==> config.mk <==
export PLATFORM = sky130hd
export DESIGN_NAME = btn_uart_tx
export DESIGN_NICKNAME = d
export VERILOG_FILES = /design/src/rtl/btn_uart_pkg.sv /design/src/rtl/btn_debounce.sv /design/src/rtl/byte_stepper.sv /design/src/rtl/req_gen.sv /design/src/rtl/uart_tx_fsm.sv /design/src/rtl/btn_uart_tx.sv
export SDC_FILE = /design/constraint.sdc
export NUM_CORES = 1
export LEC_CHECK = 0
export BUFFER_PORTS_ARGS = -buffer_cell sky130_fd_sc_hd__buf_2
export CAP_MARGIN = 25
export CORE_ASPECT_RATIO = 1.5
export CORE_MARGIN = 8
export CORE_UTILIZATION = 50
export DETAILED_ROUTE_END_ITERATION = 8
export PLACE_DENSITY = 0.67
export SYNTH_ARGS = -nofsm -noshare
export SYNTH_HDL_FRONTEND = slang
export SYNTH_SLANG_ARGS = --single-unit
==> constraint.sdc <==
create_clock -name clk_i -period 2.6 [get_ports clk_i]
set_clock_uncertainty 0.1 [all_clocks]
set_input_delay 0.13 -clock clk_i [delete_from_list [all_inputs] [get_ports clk_i]]
set_output_delay 0.13 -clock clk_i [all_outputs]
set_load 0.02 [all_outputs]
==> src/rtl/btn_uart_pkg.sv <==
package btn_uart_pkg;
  typedef enum logic [2:0] {
    ST_IDLE,
    ST_START,
    ST_DATA,
    ST_STOP,
    ST_CLEANUP
  } tx_state_e;
endpackage

==> src/rtl/btn_debounce.sv <==
module btn_debounce #(
  parameter int DEB_CYCLES = 100000
) (
  input  logic clk_i,
  input  logic rst_ni,
  input  logic btn_ni,
  output logic level_o
);
  localparam int CW = $clog2(DEB_CYCLES + 1);

  logic [1:0]    sync_q;
  logic [CW-1:0] cnt_q;
  logic          level_q;
  logic          pressed;

  always_ff @(posedge clk_i or negedge rst_ni) begin
    if (!rst_ni) sync_q <= 2'b11;
    else         sync_q <= {sync_q[0], btn_ni};
  end

  assign pressed = ~sync_q[1];

  always_ff @(posedge clk_i or negedge rst_ni) begin
    if (!rst_ni) begin
      cnt_q   <= '0;
      level_q <= 1'b0;
    end else if (pressed == level_q) begin
      cnt_q <= '0;
    end else if (cnt_q == CW'(DEB_CYCLES - 1)) begin
      cnt_q   <= '0;
      level_q <= pressed;
    end else begin
      cnt_q <= cnt_q + 1'b1;
    end
  end

  assign level_o = level_q;


  deb_stable_chk: assert property (@(posedge clk_i) disable iff (!rst_ni)
    (level_q != $past(level_q)) |-> ($past(cnt_q) == CW'(DEB_CYCLES - 1)));
endmodule

==> src/rtl/byte_stepper.sv <==
module byte_stepper #(
  parameter int DW = 8
) (
  input  logic          clk_i,
  input  logic          rst_ni,
  input  logic          next_lvl_i,
  input  logic [DW-1:0] base_i,
  output logic [DW-1:0] sel_o
);
  logic          prev_q;
  logic [DW-1:0] step_q;

  always_ff @(posedge clk_i or negedge rst_ni) begin
    if (!rst_ni) begin
      prev_q <= 1'b0;
      step_q <= '0;
    end else begin
      prev_q <= next_lvl_i;
      if (next_lvl_i && !prev_q) step_q <= step_q + 1'b1;
    end
  end

  assign sel_o = base_i + step_q;


  step_once_chk: assert property (@(posedge clk_i) disable iff (!rst_ni)
    (step_q != $past(step_q)) |-> ($past(next_lvl_i) && !$past(prev_q)));
endmodule

==> src/rtl/req_gen.sv <==
module req_gen #(
  parameter bit PULSE_MODE = 1'b0,
  parameter int PULSE_CLKS = 10000
) (
  input  logic clk_i,
  input  logic rst_ni,
  input  logic start_lvl_i,
  output logic req_o
);
  if (PULSE_MODE) begin : g_pulse
    localparam int PW = $clog2(PULSE_CLKS + 1);
    logic          prev_q;
    logic [PW-1:0] left_q;

    always_ff @(posedge clk_i or negedge rst_ni) begin
      if (!rst_ni) begin
        prev_q <= 1'b0;
        left_q <= '0;
      end else begin
        prev_q <= start_lvl_i;
        if (start_lvl_i && !prev_q)  left_q <= PW'(PULSE_CLKS);
        else if (left_q != '0)       left_q <= left_q - 1'b1;
      end
    end

    assign req_o = (left_q != '0);


    pulse_len_chk: assert property (@(posedge clk_i) disable iff (!rst_ni)
      $rose(req_o) |-> ($past(start_lvl_i) && !$past(prev_q)));
  end else begin : g_level
    assign req_o = start_lvl_i;
  end
endmodule

==> src/rtl/uart_tx_fsm.sv <==
module uart_tx_fsm
  import btn_uart_pkg::*;
#(
  parameter int CLKS_PER_BIT = 1250,
  parameter int DW           = 8
) (
  input  logic          clk_i,
  input  logic          rst_ni,
  input  logic          req_i,
  input  logic [DW-1:0] byte_i,
  output logic          tx_o,
  output logic          active_o,
  output logic          done_o
);
  localparam int BW = $clog2(CLKS_PER_BIT + 1);
  localparam int IW = $clog2(DW);

  tx_state_e     state_q;
  logic [BW-1:0] cnt_q;
  logic [IW-1:0] idx_q;
  logic [DW-1:0] data_q;
  logic          bit_end;

  assign bit_end = (cnt_q == BW'(CLKS_PER_BIT - 1));

  always_ff @(posedge clk_i or negedge rst_ni) begin
    if (!rst_ni) begin
      state_q <= ST_IDLE;
      cnt_q   <= '0;
      idx_q   <= '0;
      data_q  <= '0;
    end else begin
      cnt_q <= (state_q == ST_IDLE || state_q == ST_CLEANUP || bit_end) ? '0 : cnt_q + 1'b1;
      unique case (state_q)
        ST_IDLE: if (req_i) begin
          data_q  <= byte_i;
          idx_q   <= '0;
          state_q <= ST_START;
        end
        ST_START: if (bit_end) state_q <= ST_DATA;
        ST_DATA: if (bit_end) begin
          if (idx_q == IW'(DW - 1)) state_q <= ST_STOP;
          else                      idx_q   <= idx_q + 1'b1;
        end
        ST_STOP:    if (bit_end) state_q <= ST_CLEANUP;
        ST_CLEANUP: if (!req_i)  state_q <= ST_IDLE;  // park while request held
        default:                 state_q <= ST_IDLE;
      endcase
    end
  end

  assign tx_o     = (state_q == ST_START) ? 1'b0 :
                    (state_q == ST_DATA)  ? data_q[idx_q] : 1'b1;
  assign active_o = (state_q == ST_START) || (state_q == ST_DATA) || (state_q == ST_STOP);
  assign done_o   = (state_q == ST_CLEANUP);


  park_chk: assert property (@(posedge clk_i) disable iff (!rst_ni)
    (state_q == ST_CLEANUP && req_i) |=> (state_q == ST_CLEANUP));

  bit_cnt_chk: assert property (@(posedge clk_i) disable iff (!rst_ni)
    cnt_q < BW'(CLKS_PER_BIT));

  latch_chk: assert property (@(posedge clk_i) disable iff (!rst_ni)
    (state_q != ST_IDLE && $past(state_q) != ST_IDLE) |-> $stable(data_q));

  active_entry_chk: assert property (@(posedge clk_i) disable iff (!rst_ni)
    $rose(active_o) |-> ($past(state_q) == ST_IDLE && $past(req_i)));

  flag_excl_chk: assert property (@(posedge clk_i) disable iff (!rst_ni)
    !(active_o && done_o));
endmodule

==> src/rtl/btn_uart_tx.sv <==
module btn_uart_tx #(
  parameter int CLKS_PER_BIT = 1250,
  parameter int DEB_CYCLES   = 100000,
  parameter bit PULSE_MODE   = 1'b0,
  parameter int PULSE_CLKS   = 10000
) (
  input  logic       clk_i,
  input  logic       rst_ni,
  input  logic       start_ni,
  input  logic       next_ni,
  input  logic [7:0] base_i,
  output logic       tx_o,
  output logic       active_o,
  output logic       done_o
);
  localparam int DW          = 8;
  localparam int FRAME_CLKS  = (DW + 2) * CLKS_PER_BIT;

  logic          start_lvl, next_lvl, req;
  logic [DW-1:0] sel_byte;

  btn_debounce #(.DEB_CYCLES(DEB_CYCLES)) u_deb_start (
    .clk_i, .rst_ni, .btn_ni(start_ni), .level_o(start_lvl));

  btn_debounce #(.DEB_CYCLES(DEB_CYCLES)) u_deb_next (
    .clk_i, .rst_ni, .btn_ni(next_ni), .level_o(next_lvl));

  byte_stepper #(.DW(DW)) u_step (
    .clk_i, .rst_ni, .next_lvl_i(next_lvl), .base_i, .sel_o(sel_byte));

  req_gen #(.PULSE_MODE(PULSE_MODE), .PULSE_CLKS(PULSE_CLKS)) u_req (
    .clk_i, .rst_ni, .start_lvl_i(start_lvl), .req_o(req));

  uart_tx_fsm #(.CLKS_PER_BIT(CLKS_PER_BIT), .DW(DW)) u_fsm (
    .clk_i, .rst_ni, .req_i(req), .byte_i(sel_byte),
    .tx_o, .active_o, .done_o);


  initial pulse_fit_chk: assert (!PULSE_MODE || PULSE_CLKS < FRAME_CLKS);


  idle_line_chk: assert property (@(posedge clk_i) disable iff (!rst_ni)
    !active_o |-> tx_o);
endmodule

==> out/metrics.cfg, run 1 <==
[synth]
netlist.top_cell.by_area=sky130_fd_sc_hd__dfrtp_1
synth-main-ff-cell=sky130_fd_sc_hd__dfrtp_1
ys_warn_count=0
yosys-top-cells-count=70 x sky130_fd_sc_hd__dfrtp_1, 49 x sky130_fd_sc_hd__nor2_1, 27 x sky130_fd_sc_hd__nand2_1, 26 x sky130_fd_sc_hd__xor2_1, 22 x sky130_fd_sc_hd__xnor2_1
share_of_flip_flops_with_an_asynchronous_set_or_reset_pct=100
syn_area_mm2=0.00375
postSynthRegisterBits=74
post_synth_edffs=0
synth_most_common_cell=sky130_fd_sc_hd__dfrtp_1
ys_seq_area_share_pct=49.5
netlist_top_cells_area=sky130_fd_sc_hd__dfrtp_1 47%, sky130_fd_sc_hd__xor2_1 6.1%, sky130_fd_sc_hd__xnor2_1 5.1%
synthesis.nets=388
synth.lib_cells_used.distinct=45
postSynthCellCount=361
synth.top_cell.area_share_pct=46.7
synthesis.area_per_instance_um2=10.4

[global_routing]
antenna_found_initial=0
global_route.usage.total_pct=14.5
grt_pass1_vias=2791
grt_remaining_overflow=0
wire_length_of_the_first_global_routing_pass_mm=12.2
grt_max_degree=75

[worst_setup_path]
critical_path_arrival_ns=2.23
setup.worst_path.start=u_fsm.cnt_q[1]
timing.setup.critical_path_class=reg2reg
worst_setup_path_start_kind=flip-flop
timing.critical_path.fanout_max=4
worst-endpoint-required_ns=2.78
worst_r2r_startpoint=u_fsm.cnt_q[1]
critical_path_capture_point_type=flip-flop

[route]
drtAntennaViolNets=0
via_count=2626
avgViaCountPerCell=5.38
post-route-drc-count=0
dr.first_iter.drc_count=103
final_wl_mm=6.73
dr.pass1.iters=4
wire_per_inst_um=13.8

[cells_and_area]
diodes=0
filler_cell_count=630
final_core_util_pct=57.2
final_layout_size_suffix_gt1_share_pct=11.9
area_growth_pct=11.0
design.final.nets=410
postLayoutCellArea_mm2=0.00416

[power]
power.clock.fraction_pct=43.7
cellInternalPower_mw=1.76
power.density_cell_area_mw_per_mm2=537
total_power_mw=2.23
leakagePower_nw=1.79
power.net_switching_uw=477
seq_power_share_pct=52.7
vdd_drop_max_mv=0.374
power.share.switching_pct=21.4
share_comb_of_total_power_pct=3.6

[placed_design]
dp_hpwl_mm=4.70
portBuffers=14
routabilityCongestion=0.812
placed_cell_area_mm2=0.00391

[timing]
post-route-min-period_ns=2.06
timing.setup.tns_ns=0
slew_of_the_pin_with_the_lowest_slew_margin_ns=0.914
report.final.hold_viol_count=0
rsz0062_at_grt=false
finalHoldWorstSlack_ns=0.0531
setup_viol=0
final_min_period_over_clock_period_pct=79.2
final-max-slew-violation-count=0
clock.fmax_mhz=486
worst_case_headroom_to_the_max_slew_limit_pct=39.1

[clock_network]
worstSkewPairLatency_ns=0.35
clock_tree.root_cell=sky130_fd_sc_hd__clkbuf_8
clk_transition_reported_paths_ns=0.07
cts_tree=built
total_cts_buffers=9
cts_max_path_buffers=2
cts.htree.levels=3
clkSinkCount=74

[floorplanning]
ioPinCount=15
floorplan.die_area_mm2=0.0106
core-area_mm2=0.00727
floorplan.die.height_um=122
row_count=38
floorplan.initialDensity_pct=51.5
die_w_um=86.7

[worst_hold_path]
hp-class=in2reg
hp-start=base_i[0]

[job]
maxCapViolations=0

[outcome]
status=complete, no violations

## cells by family after synthesis
kind of cell | Yosys count | synth area share, %
AOI/OAI and AO/OA | 37 | 5.71
xor gates and xnor gates | 48 | 11.2
adders and majority gates | 15 | 5.21
buffers and inverters | 16 | 2.20
DFF | 74 | 49.5
muxes | 10 | 3.44
and+or+nand+nor | 161 | 22.7
## placed cells by master (no fill, tap or decap), drive strengths merged, types with 3 or more instances in the layout
cell         count
ha              14
nor3b            3
and2             3
dfstp            4
o31ai            3
clkinv           4
a21oi           11
xor2            26
o21ai           14
or4              3
inv              7
dlygate4sd3      3
dfrtp           70
and4             8
and3             4
nand3           21
buf             17
nor4             6
nor3             5
or3              6
clkbuf          10
mux2             3
mux2i            5
nand4           17
xnor2           22
nand2           27
nor2            49
## final cells by class
class	instances	area, um2	share of cell area [%]
Sequential cell	74	1860	44.6
Multi-Input combinational cell	271	1810	43.5
Clock buffer	10	138	3.31
Timing Repair Buffer	20	125	3.01
Tap cell	100	125	3.01
Clock inverter	6	80.1	1.93
Inverter	7	26.3	0.632
## critical path, stage by stage, from the launching register on
cell and delay, ns:
sky130_fd_sc_hd__dfrtp_1 0.40, sky130_fd_sc_hd__inv_1 0.06, sky130_fd_sc_hd__ha_1 0.13, sky130_fd_sc_hd__nor4bb_1 0.42, sky130_fd_sc_hd__nand3_1 0.18, sky130_fd_sc_hd__nor4_2 0.45
sky130_fd_sc_hd__mux2i_1 0.24
## path summary, 6_finish.rpt
check | endpoint | slack [ns] | cells past startpoint
worst min register to register | u_deb_start.sync_q[1] | 0.26 | 0
worst max register to register | u_fsm.idx_q[1] | 0.54 | 6
min in group asynchronous | u_fsm.state_q[2] | 0.36 | 2
worst max-delay path | u_fsm.idx_q[1] | 0.54 | 6
worst min-delay path | u_fsm.data_q[0] | 0.05 | 3
max in group asynchronous | u_deb_start.cnt_q[15] | 1.44 | 2
## state kept, by name, summed over array words and instances, names as in the netlist
register / cells
u_deb_next.cnt_q: 17
u_deb_next.level_o: 1
u_deb_next.sync_q: 2
u_deb_start.cnt_q: 17
u_deb_start.level_o: 1
u_deb_start.sync_q: 2
u_fsm.cnt_q: 11
u_fsm.data_q: 8
u_fsm.idx_q: 3
u_fsm.state_q: 3
u_step.prev_q: 1
u_step.step_q: 8
## routing by layer
layer / part of all wire (%) / track usage, % / routed length (um) / up-vias
li1: - / - / - / 1319
met1: 44 / 15.9 / 2960 / 1266
met2: 51 / 24.8 / 3440 / 30
met3: 2.7 / 4.38 / 181 / 11
met4: 2.2 / 7.14 / 145 / 0
met5: 0 / 0 / 0 / -
## per-stage QoR
step           instances  worst slack [ns]
5_1_grt              488             0.276
3_3_place_gp         469             0.602
2_1_floorplan        361             0.744
6_report             488             0.541
3_5_place_dp         469             0.546
4_1_cts              488             0.524
## power groups by stage
stage          combinational [mW]  clock [mW]  sequential (mW)
2_1_floorplan              0.0366           0             1.20
3_3_place_gp               0.0782           0             1.20
3_5_place_dp               0.0793           0             1.20
4_1_cts                    0.0835        1.00             1.18
5_1_grt                    0.0938        1.06             1.18
6_report                   0.0809       0.975             1.18
## timing repair
action                    in CTS  in global routing
hold buffers                   3                  0
resized for setup              0                  0
hold endpoints to repair      72                  0
setup buffers                  0                  0
(Power assumes the default switching activity.)
==> run 2, diff against run 1 <==
==> constraint.sdc (replaced) <==
create_clock -name clk_i -period 2.1 [get_ports clk_i]
set_clock_uncertainty 0.1 [all_clocks]
set_input_delay 0.105 -clock clk_i [delete_from_list [all_inputs] [get_ports clk_i]]
set_output_delay 0.105 -clock clk_i [all_outputs]
set_load 0.02 [all_outputs]
==> run 2 against run 1 <==
- register-to-register slack worse by 0.35 ns
- via count grew 1.0%
- final cell count grew 1.6%
- core utilization is 0.84 points higher
- setup slack lost 0.42 ns
- largest power group unchanged
- critical path depth is 2 lower
- critical endpoint is now tx_o
- routed wire length is 1.3% higher
- die area stayed put
- count of clock-buffer cells in the layout rose by 3
- largest cell class unchanged
- sequential cell count unchanged
- sequential power increased by 24%
==> out/metrics.cfg, run 2 (synthesis results as in run 1) <==
[worst_setup_path]
timing.critical_path.fanout_max=5  ; was 4
critical_path_capture_point_type=primary output  ; was flip-flop
worst_setup_path_start_kind=flip-flop  ; unchanged
crit_path_cell_trace=mux4_2 -> mux2i_1 -> a31oi_1 -> buf_2  ; was inv_1 -> ha_1 -> nor4bb_1 -> nand3_1 -> nor4_2 -> mux2i_1
timing.critical_path.max_delay_family=multiplexers  ; was simple AND/OR/NAND/NOR gates
worst-endpoint-required_ns=1.89  ; was 2.78 ns
critical_path.slowest_cell=sky130_fd_sc_hd__mux4_2  ; was sky130_fd_sc_hd__nor4_2
critical_path.max_stage_delay_ns=0.52  ; was 0.45 ns
critical_path_arrival_ns=1.77  ; was 2.23 ns
timing.setup.critical_path_class=reg2out  ; was reg2reg
timing.critical_path.buf_inv=1  ; unchanged

[route]
final_wl_mm=6.82  ; was 6.73 mm
avgViaCountPerCell=5.35  ; was 5.38
via_count=2653  ; was 2626
wire_per_inst_um=13.7  ; was 13.8 um
dr.first_iter.drc_count=113  ; was 103
post-route-drc-count=0  ; unchanged
drtAntennaViolNets=0  ; unchanged
dr.pass1.iters=4  ; unchanged

[worst_hold_path]
hp-class=in2reg  ; unchanged

[timing]
clock.fmax_mhz=506
timing.setup.tns_ns=0  ; unchanged
worst_case_headroom_to_the_max_slew_limit_pct=71.3  ; was 39.1%
final-max-slew-violation-count=0  ; unchanged
post-route-min-period_ns=1.98
setup_viol=0  ; unchanged
report.final.hold_viol_count=0  ; unchanged
slew_of_the_pin_with_the_lowest_slew_margin_ns=0.430  ; was 0.914 ns
final_min_period_over_clock_period_pct=94.1
rsz0062_at_grt=false  ; unchanged

[cells_and_area]
most-common-layout-cells=69 x sky130_fd_sc_hd__dfrtp_1, 49 x sky130_fd_sc_hd__nor2_1, 27 x sky130_fd_sc_hd__nand2_1, 26 x sky130_fd_sc_hd__xor2_1, 22 x sky130_fd_sc_hd__xnor2_1  ; was 70 x sky130_fd_sc_hd__dfrtp_1, 49 x sky130_fd_sc_hd__nor2_1, 27 x sky130_fd_sc_hd__nand2_1, 26 x sky130_fd_sc_hd__xor2_1, 22 x sky130_fd_sc_hd__xnor2_1
postLayoutCellArea_mm2=0.00422  ; was 0.00416 mm2
diodes=0  ; unchanged
reg_top3=u_deb_next.cnt_q (17), u_deb_start.cnt_q (17), u_fsm.cnt_q (11)  ; unchanged
design.final.nets=418  ; was 410
mostFrequentLayoutCell=sky130_fd_sc_hd__dfrtp_1  ; unchanged
area_growth_pct=12.6  ; was 11.0%
final_layout_size_suffix_gt1_share_pct=13.6  ; was 11.9%

[power]
share_comb_of_total_power_pct=3.9  ; was 3.6%
cellInternalPower_mw=2.09  ; was 1.76 mW
power.density_cell_area_mw_per_mm2=632  ; was 537 mW/mm2
seq_power_share_pct=54.7  ; was 52.7%
power.clock.fraction_pct=41.5  ; was 43.7%
power.net_switching_uw=570  ; was 477 uW
leakagePower_nw=1.82  ; was 1.79 nW
vdd_drop_max_mv=0.720  ; was 0.374 mV
power.share.switching_pct=21.4  ; about the same

[clock_network]
cts_max_path_buffers=2  ; unchanged
total_cts_buffers=9  ; unchanged
worstSkewPairLatency_ns=0.35  ; about the same
cts.htree.levels=3  ; unchanged
cts_tree=built  ; unchanged
clk_transition_reported_paths_ns=0.07  ; about the same
clock_tree.root_cell=sky130_fd_sc_hd__clkbuf_8  ; unchanged
post_cts_buffers=0  ; unchanged
clkSinkCount=74  ; unchanged

[global_routing]
grt_max_degree=43  ; was 75
grt_remaining_overflow=0  ; unchanged
wire_length_of_the_first_global_routing_pass_mm=12.4  ; was 12.2 mm
grt_pass1_vias=2789  ; was 2791
antenna_found_initial=0  ; unchanged
global_route.usage.total_pct=14.9  ; was 14.5%

[placed_design]
placed_cell_area_mm2=0.00398  ; was 0.00391 mm2
portBuffers=14  ; unchanged
dp_hpwl_mm=4.93  ; was 4.70 mm
routabilityCongestion=0.811  ; was 0.812

[floorplanning]
die_w_um=86.7  ; unchanged
floorplan.die_area_mm2=0.0106  ; unchanged
ioPinCount=15  ; unchanged
core-area_mm2=0.00727  ; unchanged
floorplan.die.height_um=122  ; unchanged
floorplan.initialDensity_pct=51.5  ; unchanged
row_count=38  ; unchanged

[job]
maxCapViolations=0  ; unchanged

[outcome]
status=complete, no violations  ; unchanged

-- run 2: changes by cell type in the layout (fill, tap and decap cells not counted), sizes merged --
cell    delta
buf        +8
bufinv     -1
clkbuf     +3
clkinv     -2
-- run 2: through the flow --
| stage | hold WS [ns] | std cells | setup slack [ns] | utilization [%] | total power, mW |
|---|---|---|---|---|---|
| global placement | -0.0287 | 477 | 0.232 | 54.8 | 1.58 |
| detailed placement | -0.0206 | 477 | 0.134 | 54.8 | 1.59 |
| finish | 0.0533 | 496 | 0.123 | 58.0 | 2.67 |
| floorplan | -0.291 | 361 | 0.244 | - | 1.53 |
| CTS | 0.0428 | 496 | 0.0267 | 57.9 | 2.70 |
| global route | 0.0456 | 496 | 0.0286 | 58.0 | 2.78 |
-- run 2: routing by layer --
| layer | GRT usage [%] | vias up | part of all wire (%) |
|---|---|---|---|
| met4 | 8.98 | 0 | 3.2 |
| met5 | 0 | - | 0 |
| met2 | 25.1 | 30 | 51 |
| met1 | 16.8 | 1270 | 43 |
| li1 | - | 1335 | - |
| met3 | 3.30 | 18 | 2.4 |
-- run 2: worst paths after layout --
kind,from,to,slack (ns),cells after the start
max,u_fsm.idx_q[0],tx_o,0.12,4
min,base_i[0],u_fsm.data_q[0],0.05,3
max reg2reg,u_step.step_q[0],u_fsm.data_q[4],0.19,6
min reg2reg,u_deb_next.sync_q[0],u_deb_next.sync_q[1],0.25,0
max in group asynchronous,rst_ni,u_deb_start.sync_q[0],1.13,3
min in group asynchronous,rst_ni,u_fsm.cnt_q[4],0.14,2
-- run 2: final cells by class --
class,count,area (um2)
Clock buffer,13,159
Clock inverter,3,40.0
Fill cell,612,3050
Inverter,7,26.3
Multi-Input combinational cell,271,1810
Sequential cell,74,1860
Tap cell,100,125
Timing Repair Buffer,28,198
-- run 2: repair_timing --
action / in CTS / in global routing
hold buffers: 3 / 0
endpoints found under the hold margin: 74 / 0
resized for setup: 0 / 2
endpoints found under the setup margin: 0 / 3
-- run 2: worst reg2reg max path, cell delays in order (launching register included) --
cell and delay, ns:
sky130_fd_sc_hd__dfrtp_1 0.45, sky130_fd_sc_hd__ha_1 0.25, sky130_fd_sc_hd__fa_1 0.41, sky130_fd_sc_hd__a21o_1 0.19, sky130_fd_sc_hd__a21oi_1 0.17, sky130_fd_sc_hd__xor2_1 0.14, sky130_fd_sc_hd__o21ai_0 0.08
-- run 2: power by group through the flow --
stage / Combinational [mW] / Clock (mW) / Sequential [mW]
2_1_floorplan: 0.0453 / 0 / 1.48
3_5_place_dp: 0.103 / 0 / 1.48
3_3_place_gp: 0.101 / 0 / 1.48
5_1_grt: 0.121 / 1.20 / 1.46
6_report: 0.103 / 1.11 / 1.46
4_1_cts: 0.108 / 1.14 / 1.46
==> run 3, diff against run 2 <==
--- a/config.mk
+++ b/config.mk
@@ -9,9 +9,9 @@
 export CAP_MARGIN = 25
 export CORE_ASPECT_RATIO = 1.5
 export CORE_MARGIN = 8
-export CORE_UTILIZATION = 50
+export CORE_UTILIZATION = 60
 export DETAILED_ROUTE_END_ITERATION = 8
-export PLACE_DENSITY = 0.67
+export PLACE_DENSITY = 0.78
 export SYNTH_ARGS = -nofsm -noshare
 export SYNTH_HDL_FRONTEND = slang
 export SYNTH_SLANG_ARGS = --single-unit
==> run 3 against run 2 <==
- largest cell class unchanged
- count of clock-buffer cells in the layout unchanged
- highest routed layer unchanged
- final area decreased by 1.8%
- worst hold slack gained 0.013 ns
==> out/metrics.cfg, run 3 (synthesis results as in run 1) <==
[power]
power.density_cell_area_mw_per_mm2=604  ; was 632 mW/mm2
vdd_drop_max_mv=0.412  ; was 0.720 mV
total_power_mw=2.50  ; was 2.67 mW
leakagePower_nw=1.79  ; was 1.82 nW

[cells_and_area]
final_layout_size_suffix_gt1_share_pct=12.9  ; was 13.6%
design.final.nets=416  ; was 418
filler_cell_count=468  ; was 612
postLayoutCellArea_mm2=0.00414  ; was 0.00422 mm2
reg_top3=u_deb_next.cnt_q (17), u_deb_start.cnt_q (17), u_fsm.cnt_q (11)  ; unchanged
most-common-layout-cells=69 x sky130_fd_sc_hd__dfrtp_1, 49 x sky130_fd_sc_hd__nor2_1, 27 x sky130_fd_sc_hd__nand2_1, 26 x sky130_fd_sc_hd__xor2_1, 22 x sky130_fd_sc_hd__xnor2_1  ; unchanged
diodes=0  ; unchanged
area_growth_pct=10.6  ; was 12.6%
mostFrequentLayoutCell=sky130_fd_sc_hd__dfrtp_1  ; unchanged

[worst_setup_path]
crit_path_cell_trace=ha_1 -> a21oi_1 -> a211oi_1 -> or4_1 -> nand3_1  ; was mux4_2 -> mux2i_1 -> a31oi_1 -> buf_2
timing.critical_path.max_delay_family=simple AND/OR/NAND/NOR gates  ; was multiplexers
setup.worst_path.start=u_step.step_q[2]  ; was u_fsm.idx_q[0]
timing.critical_path.buf_inv=0  ; was 1
critical_path.max_stage_delay_ns=0.47  ; was 0.52 ns
r2r_setup_slack_ns=0.16  ; was 0.19 ns
worst_r2r_path_depth=5  ; was 6
worst_r2r_startpoint=u_step.step_q[2]  ; was u_step.step_q[0]
timing.setup.critical_path_class=reg2reg  ; was reg2out
worst_setup_path_start_kind=flip-flop  ; unchanged
critical_path.slowest_cell=sky130_fd_sc_hd__or4_1  ; was sky130_fd_sc_hd__mux4_2
critical_path_arrival_ns=2.13  ; was 1.77 ns
critical_path_capture_point_type=flip-flop  ; was primary output
crit-reg2reg-capture=u_fsm.data_q[7]  ; was u_fsm.data_q[4]
timing.critical_path.fanout_max=5  ; unchanged
worst-endpoint-required_ns=2.28  ; was 1.89 ns

[global_routing]
grt_max_degree=75  ; was 43
grt_remaining_overflow=0  ; unchanged
grt_pass1_vias=2701  ; was 2789
global_route.usage.total_pct=16.2  ; was 14.9%
antenna_found_initial=0  ; unchanged
wire_length_of_the_first_global_routing_pass_mm=11.7  ; was 12.4 mm

[timing]
timing.setup.tns_ns=0  ; unchanged
final-max-slew-violation-count=0  ; unchanged
report.final.hold_viol_count=0  ; unchanged
final_min_period_over_clock_period_pct=92.6  ; was 94.1%
slew_of_the_pin_with_the_lowest_slew_margin_ns=0.432  ; was 0.430 ns
finalHoldWorstSlack_ns=0.0661  ; was 0.0533 ns
clock.fmax_mhz=514  ; was 506 MHz
worst_case_headroom_to_the_max_slew_limit_pct=70.9  ; was 71.3%
post-route-min-period_ns=1.94  ; was 1.98 ns
rsz0062_at_grt=false  ; unchanged
setup_viol=0  ; unchanged

[worst_hold_path]
min_delay_worst_endpoint=u_fsm.data_q[0]  ; unchanged
hp-class=in2reg  ; unchanged
hp-start=base_i[0]  ; unchanged
min_path_cells=3  ; unchanged

[floorplanning]
floorplan.initialDensity_pct=61.6  ; was 51.5%
core-area_mm2=0.00609  ; was 0.00727 mm2
floorplan.die_area_mm2=0.00908  ; was 0.0106 mm2
floorplan.die.height_um=113  ; was 122 um
ioPinCount=15  ; unchanged
die_w_um=80.5  ; was 86.7 um
row_count=35  ; was 38

[placed_design]
placed_cell_area_mm2=0.00393  ; was 0.00398 mm2
portBuffers=14  ; unchanged
dp_hpwl_mm=4.61  ; was 4.93 mm
routabilityCongestion=0.816  ; was 0.811

[route]
post-route-drc-count=0  ; unchanged
dr.first_iter.drc_count=206  ; was 113
via_count=2661  ; was 2653
drtAntennaViolNets=0  ; unchanged
wire_per_inst_um=14.1  ; was 13.7 um
final_wl_mm=6.60  ; was 6.82 mm
avgViaCountPerCell=5.69  ; was 5.35
dr.pass1.iters=4  ; unchanged

[clock_network]
worstSkewPairLatency_ns=0.35  ; about the same
clk_transition_reported_paths_ns=0.07  ; about the same
clkSinkCount=74  ; unchanged
total_cts_buffers=9  ; unchanged
cts.htree.levels=3  ; unchanged
cts_tree=built  ; unchanged
post_cts_buffers=0  ; unchanged
clock_tree.root_cell=sky130_fd_sc_hd__clkbuf_8  ; unchanged
cts_max_path_buffers=2  ; unchanged

[job]
maxCapViolations=0  ; unchanged

[outcome]
status=complete, no violations  ; unchanged

-- run 3: cell count changes in the layout (fill, tap and decap cells not counted) --
cell,delta
sky130_fd_sc_hd__bufinv_16,-1
sky130_fd_sc_hd__buf_4,-3
sky130_fd_sc_hd__clkbuf_8,-1
sky130_fd_sc_hd__buf_2,+1
sky130_fd_sc_hd__clkbuf_1,+1
sky130_fd_sc_hd__nor4_2,-1
sky130_fd_sc_hd__clkinv_2,+1
sky130_fd_sc_hd__nor4_4,+1
-- run 3: repair_timing --
item,4_1_cts,5_1_grt
hold endpoints to repair,76,0
hold buffers,3,0
endpoints found under the setup margin,0,4
resized for setup,0,3
-- run 3: final cells by class --
class / instances / area, um2 / share of cell area [%]
Sequential cell: 74 / 1860 / 44.8
Multi-Input combinational cell: 271 / 1820 / 44.0
Timing Repair Buffer: 26 / 180 / 4.35
Clock buffer: 13 / 149 / 3.59
Tap cell: 74 / 92.6 / 2.23
Inverter: 7 / 26.3 / 0.634
Clock inverter: 3 / 15.0 / 0.362
-- run 3: per-stage QoR --
stage	setup WS, ns	instances	util [%]
final	0.155	468	68.1
after global routing	0.0537	468	68.1
after CTS	0.0102	468	67.8
after detailed placement	0.00946	449	64.6
after global placement	0.146	449	64.6
after floorplan	0.244	361	-
-- run 3: worst max-delay path by stage --
stage	cells after the start	end	slack [ns]
3_3_place_gp	6	u_fsm.idx_q[0]	0.15
5_1_grt	5	u_fsm.data_q[7]	0.05
4_1_cts	6	u_fsm.idx_q[2]	0.01
3_5_place_dp	6	u_fsm.idx_q[0]	0.009
2_1_floorplan	6	u_fsm.idx_q[0]	0.24
6_report	5	u_fsm.data_q[7]	0.16
-- run 3: worst min-delay path: stages --
cell and delay, ns:
sky130_fd_sc_hd__buf_2 0.09, sky130_fd_sc_hd__ha_1 0.14, sky130_fd_sc_hd__mux2_2 0.15
-- run 3: where the power goes --
part	internal, mW	total [mW]	switching (mW)
combinational	0.0397	0.103	0.0635
sequential	1.44	1.46	0.0129
clock	0.456	0.942	0.486
total	1.94	2.50	0.562
-- run 3: metal layers --
layer | global-route usage [%] | vias up | part of all wire [%]
li1 | - | 1335 | -
met1 | 18.1 | 1287 | 42
met2 | 27.4 | 30 | 53
met3 | 4.52 | 9 | 3.2
met4 | 7.07 | 0 | 1.6
met5 | 0 | - | 0
